===== config.mk =====
export PLATFORM = sky130hd
export DESIGN_NAME = simd_branch_seq
export DESIGN_NICKNAME = d
export VERILOG_FILES = /design/src/rtl/simd_branch_seq_pkg.sv /design/src/rtl/sbs_pe.sv /design/src/rtl/sbs_mask_stack.sv /design/src/rtl/sbs_ctrl.sv /design/src/rtl/simd_branch_seq.sv
export SDC_FILE = /design/constraint.sdc
export NUM_CORES = 1
export LEC_CHECK = 0
export BUFFER_PORTS_ARGS = -buffer_cell sky130_fd_sc_hd__buf_2
export CORE_MARGIN = 2
export CORE_UTILIZATION = 56
export DETAILED_ROUTE_END_ITERATION = 8
export HOLD_SLACK_MARGIN = 0.02
export PLACE_DENSITY_LB_ADDON = 0.08
export SKIP_CTS_REPAIR_TIMING = 1
export SLEW_MARGIN = 20
export SYNTH_ARGS = -nofsm -noshare
export SYNTH_HDL_FRONTEND = slang
export SYNTH_HIERARCHICAL = 1
export SYNTH_SLANG_ARGS = --single-unit

===== constraint.sdc =====
create_clock -name clk -period 3.4 [get_ports clk]
set_clock_uncertainty 0.1 [all_clocks]
set_input_delay 0.34 -clock clk [delete_from_list [all_inputs] [get_ports clk]]
set_output_delay 0.34 -clock clk [all_outputs]
set_load 0.02 [all_outputs]

===== src/rtl/simd_branch_seq_pkg.sv =====
package simd_branch_seq_pkg;

  typedef enum logic [2:0] {
    OP_KEEP = 3'd0,
    OP_LDI  = 3'd1,
    OP_LDX  = 3'd2,
    OP_ADD  = 3'd3,
    OP_SUB  = 3'd4,
    OP_XOR  = 3'd5,
    OP_RSV6 = 3'd6,
    OP_RSV7 = 3'd7
  } pe_op_e;

  typedef enum logic [1:0] {
    TST_EQ = 2'd0,
    TST_NE = 2'd1,
    TST_LT = 2'd2,
    TST_GE = 2'd3
  } pe_test_e;

  typedef enum logic [1:0] {
    CMD_EXEC   = 2'd0,
    CMD_BRANCH = 2'd1,
    CMD_PUSH   = 2'd2,
    CMD_POP    = 2'd3
  } seq_cmd_e;

  typedef enum logic [2:0] {
    PH_IDLE = 3'd0,
    PH_TEST = 3'd1,
    PH_ARMA = 3'd2,
    PH_FLIP = 3'd3,
    PH_ARMB = 3'd4,
    PH_REST = 3'd5
  } seq_phase_e;

  typedef enum logic [1:0] {
    MA_HOLD = 2'd0,
    MA_TEST = 2'd1,
    MA_FLIP = 2'd2,
    MA_POP  = 2'd3
  } mask_act_e;

endpackage


===== src/rtl/sbs_pe.sv =====
module sbs_pe
  import simd_branch_seq_pkg::*;
#(
  parameter int DATA_W = 8,
  parameter int LANE   = 0
) (
  input  logic              clk,
  input  logic              rst_n,
  input  logic              en,
  input  pe_op_e            op,
  input  logic [DATA_W-1:0] imm,
  input  pe_test_e          tst,
  input  logic [DATA_W-1:0] tst_imm,
  output logic [DATA_W-1:0] word,
  output logic              pass
);

  localparam logic [DATA_W-1:0] LANE_V = DATA_W'(LANE);

  logic [DATA_W-1:0] word_q;
  logic [DATA_W-1:0] word_d;

  always_comb begin
    unique case (op)
      OP_LDI:  word_d = imm;
      OP_LDX:  word_d = imm + LANE_V;
      OP_ADD:  word_d = word_q + imm;
      OP_SUB:  word_d = word_q - imm;
      OP_XOR:  word_d = word_q ^ imm;
      default: word_d = word_q;
    endcase
  end

  always_comb begin
    unique case (tst)
      TST_EQ:  pass = (word_q == tst_imm);
      TST_NE:  pass = (word_q != tst_imm);
      TST_LT:  pass = (word_q <  tst_imm);
      default: pass = (word_q >= tst_imm);
    endcase
  end

  always_ff @(posedge clk or negedge rst_n) begin
    if (!rst_n) begin
      word_q <= '0;
    end else if (en) begin
      word_q <= word_d;
    end
  end

  assign word = word_q;

endmodule


===== src/rtl/sbs_mask_stack.sv =====
module sbs_mask_stack #(
  parameter int WIDTH = 4,
  parameter int DEPTH = 4,
  localparam int DEP_W = $clog2(DEPTH + 1),
  localparam int PTR_W = (DEPTH > 1) ? $clog2(DEPTH) : 1
) (
  input  logic             clk,
  input  logic             rst_n,
  input  logic             push,
  input  logic             pop,
  input  logic [WIDTH-1:0] din,
  output logic [WIDTH-1:0] top,
  output logic             full,
  output logic             empty,
  output logic [DEP_W-1:0] depth
);

  logic [WIDTH-1:0] mem [DEPTH];
  logic [DEP_W-1:0] depth_q;
  logic [DEP_W-1:0] depth_d;
  logic [DEP_W-1:0] top_ptr;
  logic [PTR_W-1:0] wr_ptr;
  logic [PTR_W-1:0] rd_ptr;

  assign full    = (depth_q == DEP_W'(DEPTH));
  assign empty   = (depth_q == '0);
  assign top_ptr = depth_q - DEP_W'(1);
  assign wr_ptr  = depth_q[PTR_W-1:0];
  assign rd_ptr  = top_ptr[PTR_W-1:0];
  assign top     = empty ? '0 : mem[rd_ptr];
  assign depth   = depth_q;

  always_comb begin
    depth_d = depth_q;
    if (push && !full) begin
      depth_d = depth_q + DEP_W'(1);
    end else if (pop && !empty) begin
      depth_d = top_ptr;
    end
  end

  always_ff @(posedge clk or negedge rst_n) begin
    if (!rst_n) begin
      depth_q <= '0;
    end else if ((push && !full) || (pop && !empty)) begin
      depth_q <= depth_d;
    end
  end

  always_ff @(posedge clk) begin
    if (push && !full) begin
      mem[wr_ptr] <= din;
    end
  end

endmodule


===== src/rtl/sbs_ctrl.sv =====
module sbs_ctrl
  import simd_branch_seq_pkg::*;
(
  input  logic      clk,
  input  logic      rst_n,
  input  logic      start,
  input  seq_cmd_e  cmd,
  input  logic      stk_full,
  input  logic      stk_empty,
  output logic      idle,
  output logic      cap_en,
  output logic      op_go,
  output logic      op_second,
  output mask_act_e mask_act,
  output logic      push,
  output logic      pop,
  output logic      err_set,
  output logic      busy,
  output logic      done
);

  seq_phase_e phase_q;
  seq_phase_e phase_d;
  logic       done_q;
  logic       done_d;

  always_comb begin
    phase_d   = phase_q;
    cap_en    = 1'b0;
    op_go     = 1'b0;
    op_second = 1'b0;
    mask_act  = MA_HOLD;
    push      = 1'b0;
    pop       = 1'b0;
    err_set   = 1'b0;
    done_d    = 1'b0;
    unique case (phase_q)
      PH_IDLE: begin
        if (start) begin
          unique case (cmd)
            CMD_EXEC: begin
              op_go  = 1'b1;
              done_d = 1'b1;
            end
            CMD_BRANCH: begin
              if (stk_full) begin
                err_set = 1'b1;
                done_d  = 1'b1;
              end else begin
                cap_en  = 1'b1;
                phase_d = PH_TEST;
              end
            end
            CMD_PUSH: begin
              done_d = 1'b1;
              if (stk_full) begin
                err_set = 1'b1;
              end else begin
                push     = 1'b1;
                mask_act = MA_TEST;
              end
            end
            default: begin
              done_d = 1'b1;
              if (stk_empty) begin
                err_set = 1'b1;
              end else begin
                pop      = 1'b1;
                mask_act = MA_POP;
              end
            end
          endcase
        end
      end
      PH_TEST: begin
        push     = 1'b1;
        mask_act = MA_TEST;
        phase_d  = PH_ARMA;
      end
      PH_ARMA: begin
        op_go   = 1'b1;
        phase_d = PH_FLIP;
      end
      PH_FLIP: begin
        mask_act = MA_FLIP;
        phase_d  = PH_ARMB;
      end
      PH_ARMB: begin
        op_go     = 1'b1;
        op_second = 1'b1;
        phase_d   = PH_REST;
      end
      default: begin
        pop      = 1'b1;
        mask_act = MA_POP;
        done_d   = 1'b1;
        phase_d  = PH_IDLE;
      end
    endcase
  end

  always_ff @(posedge clk or negedge rst_n) begin
    if (!rst_n) begin
      phase_q <= PH_IDLE;
      done_q  <= 1'b0;
    end else begin
      phase_q <= phase_d;
      done_q  <= done_d;
    end
  end

  assign idle = (phase_q == PH_IDLE);
  assign busy = !idle;
  assign done = done_q;

endmodule


===== src/rtl/simd_branch_seq.sv =====
module simd_branch_seq
  import simd_branch_seq_pkg::*;
#(
  parameter int NUM_PE = 4,
  parameter int DATA_W = 8,
  parameter int STK_D  = 4,
  localparam int IDX_W = (NUM_PE > 1) ? $clog2(NUM_PE) : 1
) (
  input  logic              clk,
  input  logic              rst_n,
  input  logic              start,
  input  logic [1:0]        cmd,
  input  logic [1:0]        cond_sel,
  input  logic [DATA_W-1:0] cond_imm,
  input  logic [2:0]        then_op,
  input  logic [2:0]        else_op,
  input  logic [DATA_W-1:0] op_imm,
  input  logic [IDX_W-1:0]  rd_idx,
  output logic [DATA_W-1:0] rd_data,
  output logic              rd_masked,
  output logic              busy,
  output logic              done,
  output logic              err
);

  localparam int DEP_W = $clog2(STK_D + 1);

  logic [1:0] rst_sync_q;
  logic       rst_int_n;

  always_ff @(posedge clk or negedge rst_n) begin
    if (!rst_n) begin
      rst_sync_q <= 2'b00;
    end else begin
      rst_sync_q <= {rst_sync_q[0], 1'b1};
    end
  end
  assign rst_int_n = rst_sync_q[1];

  logic       idle, cap_en, op_go, op_second, push, pop, err_set;
  mask_act_e  mask_act;
  logic       stk_full, stk_empty;
  logic [NUM_PE-1:0] stk_top;
  logic [DEP_W-1:0]  stk_depth;

  pe_test_e          tst_q;
  logic [DATA_W-1:0] tst_imm_q;
  pe_op_e            opa_q, opb_q;
  logic [DATA_W-1:0] imm_q;

  pe_test_e          tst_cur;
  logic [DATA_W-1:0] tst_imm_cur;
  pe_op_e            op_cur;
  logic [DATA_W-1:0] imm_cur;

  logic [NUM_PE-1:0] mask_q, mask_d, pass_v, pe_en;
  logic [NUM_PE*DATA_W-1:0] words_flat;
  logic err_q;

  sbs_ctrl u_ctrl (
    .clk       (clk),
    .rst_n     (rst_int_n),
    .start     (start),
    .cmd       (seq_cmd_e'(cmd)),
    .stk_full  (stk_full),
    .stk_empty (stk_empty),
    .idle      (idle),
    .cap_en    (cap_en),
    .op_go     (op_go),
    .op_second (op_second),
    .mask_act  (mask_act),
    .push      (push),
    .pop       (pop),
    .err_set   (err_set),
    .busy      (busy),
    .done      (done)
  );

  sbs_mask_stack #(.WIDTH(NUM_PE), .DEPTH(STK_D)) u_stack (
    .clk   (clk),
    .rst_n (rst_int_n),
    .push  (push),
    .pop   (pop),
    .din   (mask_q),
    .top   (stk_top),
    .full  (stk_full),
    .empty (stk_empty),
    .depth (stk_depth)
  );

  always_ff @(posedge clk or negedge rst_int_n) begin
    if (!rst_int_n) begin
      tst_q     <= TST_EQ;
      tst_imm_q <= '0;
      opa_q     <= OP_KEEP;
      opb_q     <= OP_KEEP;
      imm_q     <= '0;
    end else if (cap_en) begin
      tst_q     <= pe_test_e'(cond_sel);
      tst_imm_q <= cond_imm;
      opa_q     <= pe_op_e'(then_op);
      opb_q     <= pe_op_e'(else_op);
      imm_q     <= op_imm;
    end
  end

  always_comb begin
    tst_cur     = idle ? pe_test_e'(cond_sel) : tst_q;
    tst_imm_cur = idle ? cond_imm : tst_imm_q;
    imm_cur     = idle ? op_imm : imm_q;
    if (op_second) begin
      op_cur = opb_q;
    end else begin
      op_cur = idle ? pe_op_e'(then_op) : opa_q;
    end
  end

  assign pe_en = {NUM_PE{op_go}} & ~mask_q;

  for (genvar g = 0; g < NUM_PE; g++) begin : g_pe
    sbs_pe #(.DATA_W(DATA_W), .LANE(g)) u_pe (
      .clk     (clk),
      .rst_n   (rst_int_n),
      .en      (pe_en[g]),
      .op      (op_cur),
      .imm     (imm_cur),
      .tst     (tst_cur),
      .tst_imm (tst_imm_cur),
      .word    (words_flat[g*DATA_W +: DATA_W]),
      .pass    (pass_v[g])
    );
  end

  always_comb begin
    unique case (mask_act)
      MA_TEST: mask_d = mask_q | ~pass_v;
      MA_FLIP: mask_d = stk_top | ~mask_q;
      MA_POP:  mask_d = stk_top;
      default: mask_d = mask_q;
    endcase
  end

  always_ff @(posedge clk or negedge rst_int_n) begin
    if (!rst_int_n) begin
      mask_q <= '0;
    end else if (mask_act != MA_HOLD) begin
      mask_q <= mask_d;
    end
  end

  always_ff @(posedge clk or negedge rst_int_n) begin
    if (!rst_int_n) begin
      err_q <= 1'b0;
    end else if (err_set) begin
      err_q <= 1'b1;
    end
  end

  assign err       = err_q;
  assign rd_data   = words_flat[rd_idx*DATA_W +: DATA_W];
  assign rd_masked = mask_q[rd_idx];

endmodule


After elaboration in Yosys (flattened, before gate mapping)
Memory sizes are Yosys's and may differ from the RTL's.
Index checks and enable logic that the tools add are counted.
W data, S select, Z words.
{ "classes": {"add_sub_neg": 13, "order_cmp": 9, "n_eq_ne": 28, "shifts": 1, "mux": 53, "bitwise": 9, "n_reduce_logical": 28} }
{ "op_table": {"columns": ["op", "n"], "rows": [
  ["$pmux W8 S5", 3],
  ["$add A8 B8 Y8", 4],
  ["$eq A8 B8 Y1", 4],
  ["$ge A8 B8 Y1", 4],
  ["$lt A8 B8 Y1", 4],
  ["$ne A8 B8 Y1", 4],
  ["$pmux W8 S4", 1],
  ["$shiftx A32 B6 Y8", 1],
  ["$sub A8 B8 Y8", 4],
  ["$xor A8 B8 Y8", 4],
  ["$mux W1", 22],
  ["$mux W3", 7],
  ["$add A8 B2 Y8 const B", 2],
  ["$mux W8", 2],
  ["$pmux W3 S5", 1],
  ["$eq A3 B2 Y1 const B", 4],
  ["$eq A3 B3 Y1 const B", 4],
  ["$pmux W1 S3", 4],
  ["$pmux W4 S3", 1],
  ["$reduce_and A2 Y1", 6],
  ["$pmux W1 S2", 5],
  ["$add A8 B1 Y8 const B", 1],
  ["$eq A2 B2 Y1 const B", 4],
  ["$not A4 Y4", 2],
  ["other kinds (27)", 43]
]} }
{ "totals": {"register_bits": 70, "mem_bits_rw": 16, "inputBits": 31, "out_inout_bits": 12, "elab_cells": 157, "memories": 1} }
{ "mem_list": {"columns": ["name", "words", "word_bits", "read_ports", "rd_ports_with_merged_regs", "wr", "line", "text"], "rows": [
  ["u_stack.mem", 4, 4, 1, 0, 1, "sbs_mask_stack.sv:18", "logic [WIDTH-1:0] mem [DEPTH];"]
]} }

Logic depth before layout (Yosys ltp)
{ "logic_depth": {"word_depth": 8, "mapped_depth": 16} }

Hierarchy
Netlist, hierarchy kept.
{ "by_module_without_submodules": {"columns": ["mod", "instances", "cells_per_inst", "area_per_inst_um2", "seq_area_each_um2"], "rows": [
  ["simd_branch_seq", 1, 126, 1702.9, 775.7],
  ["sbs_pe at g_pe[2].u_pe", 1, 202, 1527.7, 200.2],
  ["sbs_pe at g_pe[3].u_pe", 1, 198, 1524.0, 200.2],
  ["sbs_pe at g_pe[1].u_pe", 1, 196, 1502.7, 200.2],
  ["sbs_pe at g_pe[0].u_pe", 1, 162, 1262.5, 200.2],
  ["sbs_mask_stack", 1, 56, 887.1, 555.5],
  ["sbs_ctrl", 1, 50, 409.1, 100.1]
]} }

Worst setup path before layout
No wires, ideal clock.
{ "synth_timing": {"path_type": "register -> register", "start": "reg u_ctrl.phase_q[0]", "end": "reg g_pe[3].u_pe.word_q[7]", "setup_ns": 0.128, "t_arrival_ns": 4.505, "slack_ns": -1.333, "stages_incl_launch_ff": 16, "period_less_slack_ns": 4.733, "cell_sequence": "dfrtp_1 buf_6 nor3_4 buf_4 mux2i_1 o21ai_0 buf_2 nor3b_4 mux2_2 inv_1 ha_1 nor2b_1 o31a_1 a221oi_1 or3b_1 nand3_1"} }
{ "synth_via": {"elab_chain_len": 6, "elab_cells_between_ends": 22, "cone_classes": "3 x add/sub; 7 x eq/ne; 6 x mux; 2 x bitwise; 4 x reduce/logical"} }
{ "synth_rtl": {"columns": ["element", "line", "text"], "rows": [
  ["start, declared", "sbs_ctrl.sv:22", "seq_phase_e phase_q;"],
  ["start signal, assigned", "sbs_ctrl.sv:107", "phase_q <= phase_d;"],
  ["$logic_not A3 Y1 (*)", "sbs_ctrl.sv:112", "assign idle = (phase_q == PH_IDLE);"],
  ["named net idle", "simd_branch_seq.sv:40", "logic idle, cap_en, op_go, op_second, push, pop, err_set;"],
  ["$mux W3 (*)", "simd_branch_seq.sv:114", "op_cur = idle ? pe_op_e'(then_op) : opa_q;"],
  ["$mux W3 (*)", "simd_branch_seq.sv:111", "if (op_second) begin"],
  ["named net op_cur[1]", "simd_branch_seq.sv:53", "pe_op_e op_cur;"],
  ["$eq A3 B1 Y1 (tied with other cells)", "sbs_pe.sv:24", "unique case (op)"],
  ["$reduce_bool A5 Y1 (no source line)", null, null],
  ["$reduce_and A2 Y1 (no source line)", null, null],
  ["end signal, assigned", "sbs_pe.sv:47", "word_q <= word_d;"],
  ["end, declared", "sbs_pe.sv:20", "logic [DATA_W-1:0] word_q;"]
]} }
The timed path passes the listed nets; every way through them passes the cells marked *.
A chain may end at the register's enable or synchronous reset.

Final worst setup path
{ "layout_timing": {"start": "reg u_ctrl.phase_q[0]", "end": "reg g_pe[3].u_pe.word_q[5]"} }
The elaborated chain is that of the path after synthesis.

==> impl_metrics.tcl <==
set metrics [dict create \
    design.die.area_mm2 0.0168 \
    critical_path_required_ps 3510 \
    critical_path.startpoint_type "flip-flop" \
    synth_top_cell_area_share_pct 19.9 \
    die_width_um 129 \
    end_kind "flip-flop" \
    kind_of_critical_path "flip-flop to flip-flop" \
    r2r_slack_ps -60 \
    port_buffers 42 \
    setup_tns_ps -190 \
    floorplan.initialDensity_pct 57.6 \
    ctsRootBufferMaster "clkbuf_16" \
    synth_area_per_cell_um2 8.91 \
    drt_drc_violations_left 0 \
    routed_wl_um 26000 \
    firstDrtPassIters 5 \
    post-route-util_pct 67.5 \
    route.antenna.remaining_nets 0 \
    fp.dieH_um 129 \
    grt_max_degree 33 \
    post_synth_instance_area_mm2 0.00882 \
    finalCritPeriodShare_pct 102 \
    finalWorstPathRequiredPeriod_ps 3460 \
    yosys_most_used_dff "dfrtp_1" \
    synth_top_cells_by_area "dfrtp_1 20%, ha_1 11%, mux2_2 6.0%, edfxtp_1 5.4%, a21oi_1 3.7%" \
    place_inst 1275 \
    cts-root-to-sink-buffers 2 \
    numCtsBuffers 9 \
    clock_tree_from_tritoncts "built" \
    area_growth_pct 17.2 \
    layout-drive-gt1-share_pct 25.4 \
    synth_sequential_area_ratio_pct 25.3 \
    critical_path.max_fanout 9 \
    grt_setup_unrepaired "yes" \
    finalSetupViolCount 4 \
    grt_util_all_layers_pct 31.5 \
    min-delay-path-class "primary input to flip-flop" \
    tightestPinTransition_ps 729 \
    drt-initial-drc-count 563 \
    number_of_antenna_violations_at_the_first_check_in_global_routing 0 \
    outcome "complete, but fails checks" \
    synthesis.instances 990 \
    vias 8000 \
    htreeDepth 3 \
    n_antenna_cell 0 \
    count_of_flip_flops_with_a_built_in_enable_after_synthesis 16 \
    via_count_of_the_first_global_routing_pass 7541 \
    slew_headroom_pct 51.2 \
    final_cell_count_no_fill 1306 \
    final_nets 1204 \
    top_level_port_count 43 \
    core-area_mm2 0.0153 \
    critical_path_arrival_ps 3570 \
    maxSlewViolCount 0 \
    synth_largest_area_cell "dfrtp_1" \
    clock_sink_count 86 \
    worst_slack_ps -62.2 \
    post_synthesis_net_count 1104 \
    finalHoldViolCount 0 \
    synthArstFlopShare_pct 81.4 \
    route.detailed.vias_per_inst 6.13 \
    cts.reportedPaths.clkPinSlew_ps 70 \
    worst_skew_pair.late_latency_ps 360 \
    postSynthRegisterBits 86 \
    row_count 45 \
    highest_achievable_clock_rate_mhz 289 \
    ys_warn_count 6 \
    violated_checks "negative setup slack" \
    hpwlAfterDp_um 19400 \
    global_route.overflow_total 0 \
    drv.max_cap_violation_count 0 \
    globalplace.congestion 0.978 \
    grt_pass1_wl_um 40800 \
    post_synth_num_cell_types 84 \
    avgRoutedWirePerCell_um 19.9 \
    nFillCells 1292 \
]
==> area by class of cell <==
class,count,area [um2],area share (%)
timing repair buffer,137,993,9.61
tap,211,264,2.56
clock inverter,5,58.8,0.569
clock buffer,11,233,2.25
multi-input combinational,771,6230,60.3
sequential,86,2230,21.6
inverter,85,319,3.09
==> final timing paths <==
check,to,start,depth (start not counted)
worst max-delay path,g_pe[3].u_pe/word[5]$_DFFE_PN0P_,u_ctrl/phase_q[0]$_DFFE_PN0P_,13
worst min-delay path,opb_q[0]$_DFFE_PN0P_,else_op[0],2
worst max register to register,g_pe[3].u_pe/word[5]$_DFFE_PN0P_,u_ctrl/phase_q[0]$_DFFE_PN0P_,13
worst min register to register,tst_imm_q[7]$_DFFE_PN0P_,rst_sync_q[1]$_DFF_PN0_,0
max in group asynchronous,opa_q[1]$_DFFE_PN0P_,rst_sync_q[1]$_DFF_PN0_,1
min in group asynchronous,tst_imm_q[7]$_DFFE_PN0P_,rst_sync_q[1]$_DFF_PN0_,0
==> sequential cells by signal, summed over array words and instances (netlist names) <==
name,flops
u_ctrl/phase_q,3
imm_q,8
u_stack/mem,16
u_stack/depth,3
opb_q,3
g_pe.u_pe/word,32
tst_imm_q,8
mask_q,4
opa_q,3
err,1
rst_sync_q,2
tst_q,2
u_ctrl/done,1
==> synthesized netlist by cell type (5+ instances only) <==
cell	n
buf_2	18
nor2_1	53
a31oi_1	11
nand3_1	23
a22o_1	6
edfxtp_1	16
nand3b_1	8
o21ai_0	65
mux2i_1	10
o31ai_1	10
xnor2_1	36
nand2_1	53
a211oi_1	9
o211ai_1	17
a221oi_1	5
mux2_2	47
or3_1	10
ha_1	79
nor2b_1	37
and2_1	6
dfrtp_1	70
nor3_1	19
xor2_1	29
buf_6	9
o21a_1	16
o22ai_1	12
o31a_1	7
a32oi_1	6
inv_1	84
buf_4	10
a21o_1	5
clkbuf_1	8
nand4_1	10
a21oi_1	65
mux4_2	13
nand2b_1	14
==> per-stage QoR <==
| step | hold slack, ps | area (um2) | setup WS (ps) |
|---|---|---|---|
| global placement | 24.4 | 9740 | -29.6 |
| floorplan | -55.6 | 8950 | -170 |
| CTS | -343 | 10000 | -147 |
| finish | 126 | 10300 | -62.2 |
| global route | 134 | 10300 | -181 |
| detailed placement | 25.1 | 9740 | -124 |
==> logic make-up after synthesis <==
family          share of synthesized area (%)
xor+xnor                                 6.83
mux                                      10.5
buf+inv                                  7.32
simple gates                             16.9
fa+ha+maj                                12.1
other cells                            0.0425
flops                                    25.3
compound gates                           21.0
==> layer usage <==
layer	global-route usage (%)	part of all wire, %	vias to the layer above	routed length, um
li1	-	-	3810	-
met1	43.8	45	3858	11600
met2	51.1	46	280	12000
met3	4.62	6.5	52	1690
met4	9.30	2.5	0	652
met5	0	0	-	0
==> cell usage in the layout (no fill, tap or decap), types with 8 or more instances in the layout <==
cell type / n
a21oi_1: 63
a31oi_1: 11
buf_2: 42
buf_4: 83
buf_6: 8
clkbuf_16: 9
dfrtp_1: 69
edfxtp_1: 16
ha_1: 77
inv_1: 83
mux2_2: 40
mux4_2: 13
nand2_1: 53
nand2b_1: 14
nand3_1: 23
nand3b_1: 8
nand4_1: 10
nor2_1: 51
nor2b_1: 33
nor3_1: 16
o211ai_1: 17
o21a_1: 16
o21ai_0: 56
o21ai_1: 9
o22ai_1: 10
o31ai_1: 8
or3_1: 10
xnor2_1: 35
xor2_1: 29
==> worst max-delay path, stage by stage (launching register included) <==
cell,delay [ps]
dfrtp_1,410
nor3_4,270
buf_12,180
mux2i_4,260
o21ai_4,170
nor3b_4,330
mux2_4,340
inv_1,60
ha_1,210
nor2b_1,140
o31a_1,310
o22ai_2,150
mux2i_2,260
a31oi_1,130
Power is left out: the tool's default activity adds up to more than one toggle a clock period on the data nets, which glitch-free logic cannot reach.
